### src/rtl/xs_status_pkg.sv
// Shared address and bit-position constants for the extender status block.
// Assumes a 16-bit register word; positions are fixed by the register map.
package xs_status_pkg;
    localparam int STAT1_ADDR   = 1;
    localparam int STAT2_ADDR   = 8;
    localparam int LANE_ADDR    = 24;
    localparam int LINK_UP_BIT  = 2;
    localparam int SUMMARY_BIT  = 7;
    localparam int RX_FAULT_BIT = 10;
    localparam int TX_FAULT_BIT = 11;
    localparam int ALIGN_BIT    = 12;
endpackage

### src/rtl/xs_sticky_bit.sv
// One latched status bit. LATCH_HIGH=1 keeps a 1 once seen; LATCH_HIGH=0
// keeps a 0 once seen. A clear reloads the bit from the live value, so a
// live event in the clear cycle survives. Assumes clr is a one-cycle strobe.
module xs_sticky_bit #(
    parameter bit LATCH_HIGH = 1'b1,
    parameter bit RESET_VAL  = 1'b1
) (
    input  logic clk,
    input  logic rst_n,
    input  logic live,
    input  logic clr,
    output logic q
);
    logic q_next;

    generate
        if (LATCH_HIGH) begin : g_high
            // Sticky-one: accumulate ones until cleared.
            always_comb q_next = clr ? live : (q | live);
        end else begin : g_low
            // Sticky-zero: accumulate zeros until cleared.
            always_comb q_next = clr ? live : (q & live);
        end
    endgenerate

    // Register the latched state with synchronous reset.
    always_ff @(posedge clk) begin
        if (!rst_n) q <= RESET_VAL;
        else        q <= q_next;
    end
endmodule

### src/rtl/xs_fault_eval.sv
// Derives the live receive condition from lane sync, alignment and the
// implementation-defined error input. Purely combinational.
module xs_fault_eval #(
    parameter int LANES = 4
) (
    input  logic [LANES-1:0] lane_sync,
    input  logic             lanes_aligned,
    input  logic             rx_err_in,
    output logic             rx_fault_live,
    output logic             link_up_live
);
    // Fault when any lane is out of sync, alignment fails, or error reported.
    always_comb begin
        rx_fault_live = !(&lane_sync) || !lanes_aligned || rx_err_in;
        link_up_live  = !rx_fault_live;
    end
endmodule

### src/rtl/xs_reg_read.sv
// Assembles the addressed 16-bit word from latched and live state.
// Unused bits and unknown addresses give 0. Combinational.
module xs_reg_read
    import xs_status_pkg::*;
#(
    parameter int LANES  = 4,
    parameter int ADDR_W = 5,
    parameter int DATA_W = 16
) (
    input  logic [ADDR_W-1:0] addr,
    input  logic              link_up_q,
    input  logic              rx_fault_q,
    input  logic              tx_fault_q,
    input  logic [LANES-1:0]  lane_sync,
    input  logic              lanes_aligned,
    output logic [DATA_W-1:0] word
);
    // Select and pack the register addressed this cycle.
    always_comb begin
        word = '0;
        if (addr == ADDR_W'(STAT1_ADDR)) begin
            word[LINK_UP_BIT] = link_up_q;
            word[SUMMARY_BIT] = rx_fault_q | tx_fault_q;
        end else if (addr == ADDR_W'(STAT2_ADDR)) begin
            word[RX_FAULT_BIT] = rx_fault_q;
            word[TX_FAULT_BIT] = tx_fault_q;
        end else if (addr == ADDR_W'(LANE_ADDR)) begin
            word[LANES-1:0] = lane_sync;
            word[ALIGN_BIT] = lanes_aligned;
        end
    end
endmodule

### src/rtl/xs_mgmt_status.sv
// Management status top for a four-lane extender sublayer. Keeps a latched
// link-up bit, latched receive/transmit fault bits and a live lane word.
// Reads return the pre-read state one cycle later and clear the register read.
// Assumes inputs are synchronous to clk and rd_en is a per-read strobe.
module xs_mgmt_status
    import xs_status_pkg::*;
#(
    parameter int LANES  = 4,
    parameter int ADDR_W = 5,
    parameter int DATA_W = 16
) (
    input  logic              clk,
    input  logic              rst_n,
    input  logic [LANES-1:0]  lane_sync,
    input  logic              lanes_aligned,
    input  logic              tx_fault_in,
    input  logic              rx_err_in,
    input  logic              rd_en,
    input  logic [ADDR_W-1:0] rd_addr,
    output logic [DATA_W-1:0] rd_data
);
    logic rx_fault_live, link_up_live;
    logic link_up_q, rx_fault_q, tx_fault_q;
    logic clr_stat1, clr_stat2;
    logic [DATA_W-1:0] word;

    // Decode the clearing side effect of a read.
    always_comb begin
        clr_stat1 = rd_en && (rd_addr == ADDR_W'(STAT1_ADDR));
        clr_stat2 = rd_en && (rd_addr == ADDR_W'(STAT2_ADDR));
    end

    xs_fault_eval #(.LANES(LANES)) u_eval (
        .lane_sync     (lane_sync),
        .lanes_aligned (lanes_aligned),
        .rx_err_in     (rx_err_in),
        .rx_fault_live (rx_fault_live),
        .link_up_live  (link_up_live)
    );

    xs_sticky_bit #(.LATCH_HIGH(1'b0), .RESET_VAL(1'b0)) u_link (
        .clk(clk), .rst_n(rst_n), .live(link_up_live), .clr(clr_stat1), .q(link_up_q)
    );
    xs_sticky_bit #(.LATCH_HIGH(1'b1), .RESET_VAL(1'b1)) u_rxf (
        .clk(clk), .rst_n(rst_n), .live(rx_fault_live), .clr(clr_stat2), .q(rx_fault_q)
    );
    xs_sticky_bit #(.LATCH_HIGH(1'b1), .RESET_VAL(1'b1)) u_txf (
        .clk(clk), .rst_n(rst_n), .live(tx_fault_in), .clr(clr_stat2), .q(tx_fault_q)
    );

    xs_reg_read #(.LANES(LANES), .ADDR_W(ADDR_W), .DATA_W(DATA_W)) u_read (
        .addr          (rd_addr),
        .link_up_q     (link_up_q),
        .rx_fault_q    (rx_fault_q),
        .tx_fault_q    (tx_fault_q),
        .lane_sync     (lane_sync),
        .lanes_aligned (lanes_aligned),
        .word          (word)
    );

    // Capture the read word on a strobe and hold it otherwise.
    always_ff @(posedge clk) begin
        if (!rst_n)     rd_data <= '0;
        else if (rd_en) rd_data <= word;
    end
endmodule

### config.mk
export PLATFORM = sky130hd
export DESIGN_NAME = xs_mgmt_status
export DESIGN_NICKNAME = d
export VERILOG_FILES = /design/src/rtl/xs_status_pkg.sv /design/src/rtl/xs_sticky_bit.sv /design/src/rtl/xs_fault_eval.sv /design/src/rtl/xs_reg_read.sv /design/src/rtl/xs_mgmt_status.sv
export SDC_FILE = /design/constraint.sdc
export NUM_CORES = 1
export LEC_CHECK = 0
export BUFFER_PORTS_ARGS = -buffer_cell sky130_fd_sc_hd__buf_2
export CORE_ASPECT_RATIO = 1.1
export CORE_UTILIZATION = 37
export DETAILED_ROUTE_END_ITERATION = 16
export PLACE_DENSITY = 0.72
export SYNTH_ARGS = -nofsm -noshare
export SYNTH_HDL_FRONTEND = slang
export SYNTH_SLANG_ARGS = --single-unit
### constraint.sdc
create_clock -name clk -period 1.1 [get_ports clk]
set_input_delay 0.33 -clock clk [delete_from_list [all_inputs] [get_ports clk]]
set_output_delay 0.33 -clock clk [all_outputs]
set_load 0.02 [all_outputs]
==> results.yml <==
layout:
  multi_input_area_sq_um: 280.3
  layout.nets: 109
  finalNonFillerCells: 109
  area_growth_pct: 43.90
  n_fill_cell: 123
  drive_above_1_share_pct: 46.24
  register_area_sq_um: 226.5
  insertedDiodeCount: 0
yosys:
  synth.distinct_cells: 21
  yosys_register_bits: 11
  avgSynthCellArea_sq_um: 8.884
  postSynthCellCount: 60
  yosys_warnings: 0
  synth_area_sq_um: 533.0
  ys_seq_area_share_pct: 41.31
pwr:
  cell_internal_pwr_uw: 596.6
  clockPowerShare_pct: 34.0
  ir_drop_uv: 651.7
  cellLeakagePower_uw: 0.0003444
  p_total_uw: 803.7
  p_seq_share_pct: 49.9
  combPwrFrac_pct: 16.1
  swShare_pct: 25.77
  cellPowerDensity_nw_per_um2: 1048
  power_switching_uw: 207.1
route:
  first_pass_iters: 4
  drc: 0
  vias: 531
  initialDrtViolationCount: 21
  drtAntennaViolNets: 0
  via_per_inst: 4.872
  routed_wl_um: 1273
  wl_per_cell_um: 11.68
critical_path:
  critPathTopFamily: "flip-flops"
  worstSetupPathType: "reg2out"
  max_stage_delay_ns: 0.32
  arrival_ns: 0.74
  cp_max_fo: 2
  end_kind: "output port"
  crit_slowest_cell: "dfxtp_2"
  crit_required_ns: 0.77
  crit_path_cell_trace: "buf_4"
  cp-start-kind: "register"
  cp.buffers_inverters: 1
clock_network:
  post_cts_buffers: 0
  htreeDepth: 1
  hold_buffers: 0
  clockBufferDepth: 2
  cts_tree: "built"
  cts_root_buffer: "clkbuf_4"
  path_clk_slew_ns: 0.07
  cts_made_buffers: 3
  insertion_delay_ns: 0.26
  cts_sinks: 11
placed_design:
  port_buffers: 22
  gp_congestion: 0.8365
  dp.cells: 105
  dp_hpwl_um: 906.3
timing:
  setup_viol: 0
  max_freq_mhz: 934.8
  final_min_period_over_clock_period_pct: 97.25
  post-route-min-period_ns: 1.070
  slew_viol_final: 0
  hold_viol_final: 0
  final.setup_skew_ns: 0.004505
  fin_hold_ws_ns: 0.2415
global_routing:
  grt_pass1_vias: 494
  grt.total_usage_pct: 17.50
  grt_pass1_wl_um: 1994
  grt_remaining_overflow: 0
  grt_max_degree: 11
  antenna_found_initial: 0
min_path:
  min_path_type: "in2reg"
run:
  max-cap-violations: 0
floorplan:
  start_util_pct: 39.52
  core_sq_um: 1349
  io_pins: 31
  die_area_sq_um: 1597
  num_rows: 14
  die_y_um: 41.81
  die_x_um: 38.19
status:
  status: "finished clean"
-- cell usage in the layout, fill, tap and decap left out --
cell type / netlist / layout
buf_4: 8 / 17
buf_2: 0 / 14
conb_1: 1 / 8
nand2_1: 7 / 7
dfxtp_1: 11 / 6
nand3b_1: 5 / 5
dfxtp_2: 0 / 5
o21ai_0: 5 / 4
a21oi_1: 4 / 4
nand2b_1: 3 / 3
nand3_1: 3 / 3
clkbuf_4: 0 / 3
nor3b_4: 1 / 1
nand4b_1: 1 / 1
nor3b_2: 0 / 1
inv_12: 0 / 1
or4_4: 0 / 1
nor3b_1: 2 / 1
nor2_1: 1 / 1
a21o_1: 1 / 1
a211o_1: 1 / 1
o2111ai_1: 1 / 1
nor4bb_1: 1 / 1
and4b_1: 1 / 1
o21ai_1: 0 / 1
clkbuf_1: 1 / 1
-- state kept, by name, indices dropped and copies added (netlist names) --
register,flops
rd_data,8
u_link.q,1
u_rxf.q,1
u_txf.q,1
-- cells in the mapped netlist, drive strengths merged --
cell type | number | area share (%)
buf | 8 | 11
a211o | 1 | 1.6
inv | 1 | 0.70
nand3b | 5 | 7.0
or4 | 1 | 1.4
conb | 1 | 0.70
nand2 | 7 | 4.9
clkbuf | 1 | 0.70
a21oi | 4 | 3.8
nand4b | 1 | 1.6
o2111ai | 1 | 1.6
nand3 | 3 | 2.8
nor2 | 1 | 0.70
o21ai | 5 | 4.7
a21o | 1 | 1.4
and4b | 1 | 1.9
nor3b | 3 | 6.3
dfxtp | 11 | 41
nor4bb | 1 | 1.9
nand2b | 3 | 3.5
-- timing repair --
item	4_1_cts	5_1_grt
resized for setup	1	13
endpoints found under the setup margin	1	9
pin swaps	0	0
-- per-stage QoR --
| stage | area (sq um) | utilization, % | setup TNS (ns) | setup slack [ns] |
|---|---|---|---|---|
| 3_3_place_gp | 714.4 | 52.97 | -0.9226 | -0.2208 |
| 6_report | 767.0 | 56.86 | 0 | 0.03022 |
| 4_1_cts | 743.2 | 55.10 | 0 | 0.002022 |
| 5_1_grt | 767.0 | 56.86 | -0.003955 | -0.003955 |
| 2_1_floorplan | 580.6 | - | -0.02661 | -0.02661 |
| 3_5_place_dp | 714.4 | 52.97 | -1.026 | -0.2350 |
-- metal layers --
| metal | up-vias | wire length [um] | GRT usage [%] |
|---|---|---|---|
| li1 | 263 | - | - |
| met3 | 6 | 69 | 6.417 |
| met2 | 25 | 686 | 26.44 |
| met1 | 237 | 486 | 20.54 |
| met5 | - | 0 | 0 |
| met4 | 0 | 31 | 10.00 |
-- area by class of cell --
class / count / share of cell area (%)
Multi-Input combinational cell: 46 / 36.54
Sequential cell: 11 / 29.53
Timing Repair Buffer: 31 / 25.77
Clock buffer: 4 / 3.426
Tap cell: 16 / 2.610
Inverter: 1 / 2.121
-- power groups by stage --
stage,clock [uW],combinational [uW],sequential (uW)
floorplan,0,77.2,412
global placement,0,124,410
detailed placement,0,125,410
CTS,280,127,401
global route,301,140,401
finish,274,129,401
-- path summary, 6_finish.rpt --
check,cells past startpoint,to,start,slack [ns]
max,1,rd_data[11],rd_data[11]$_SDFFE_PN0P_,0.03
min,2,u_txf.q$_SDFF_PN1_,tx_fault_in,0.24
max reg2reg,3,rd_data[2]$_SDFFE_PN0P_,u_link.q$_SDFF_PN0_,0.12
min reg2reg,2,rd_data[10]$_SDFFE_PN0P_,rd_data[10]$_SDFFE_PN0P_,0.47
-- cells by family after synthesis --
group	share of synthesized area (%)
and+or+nand+nor	32.16
AOI/OAI and AO/OA	13.15
DFF	41.31
buffers and inverters	12.68
other	0.7035
Note: power is estimated with default switching activity, not from simulation.
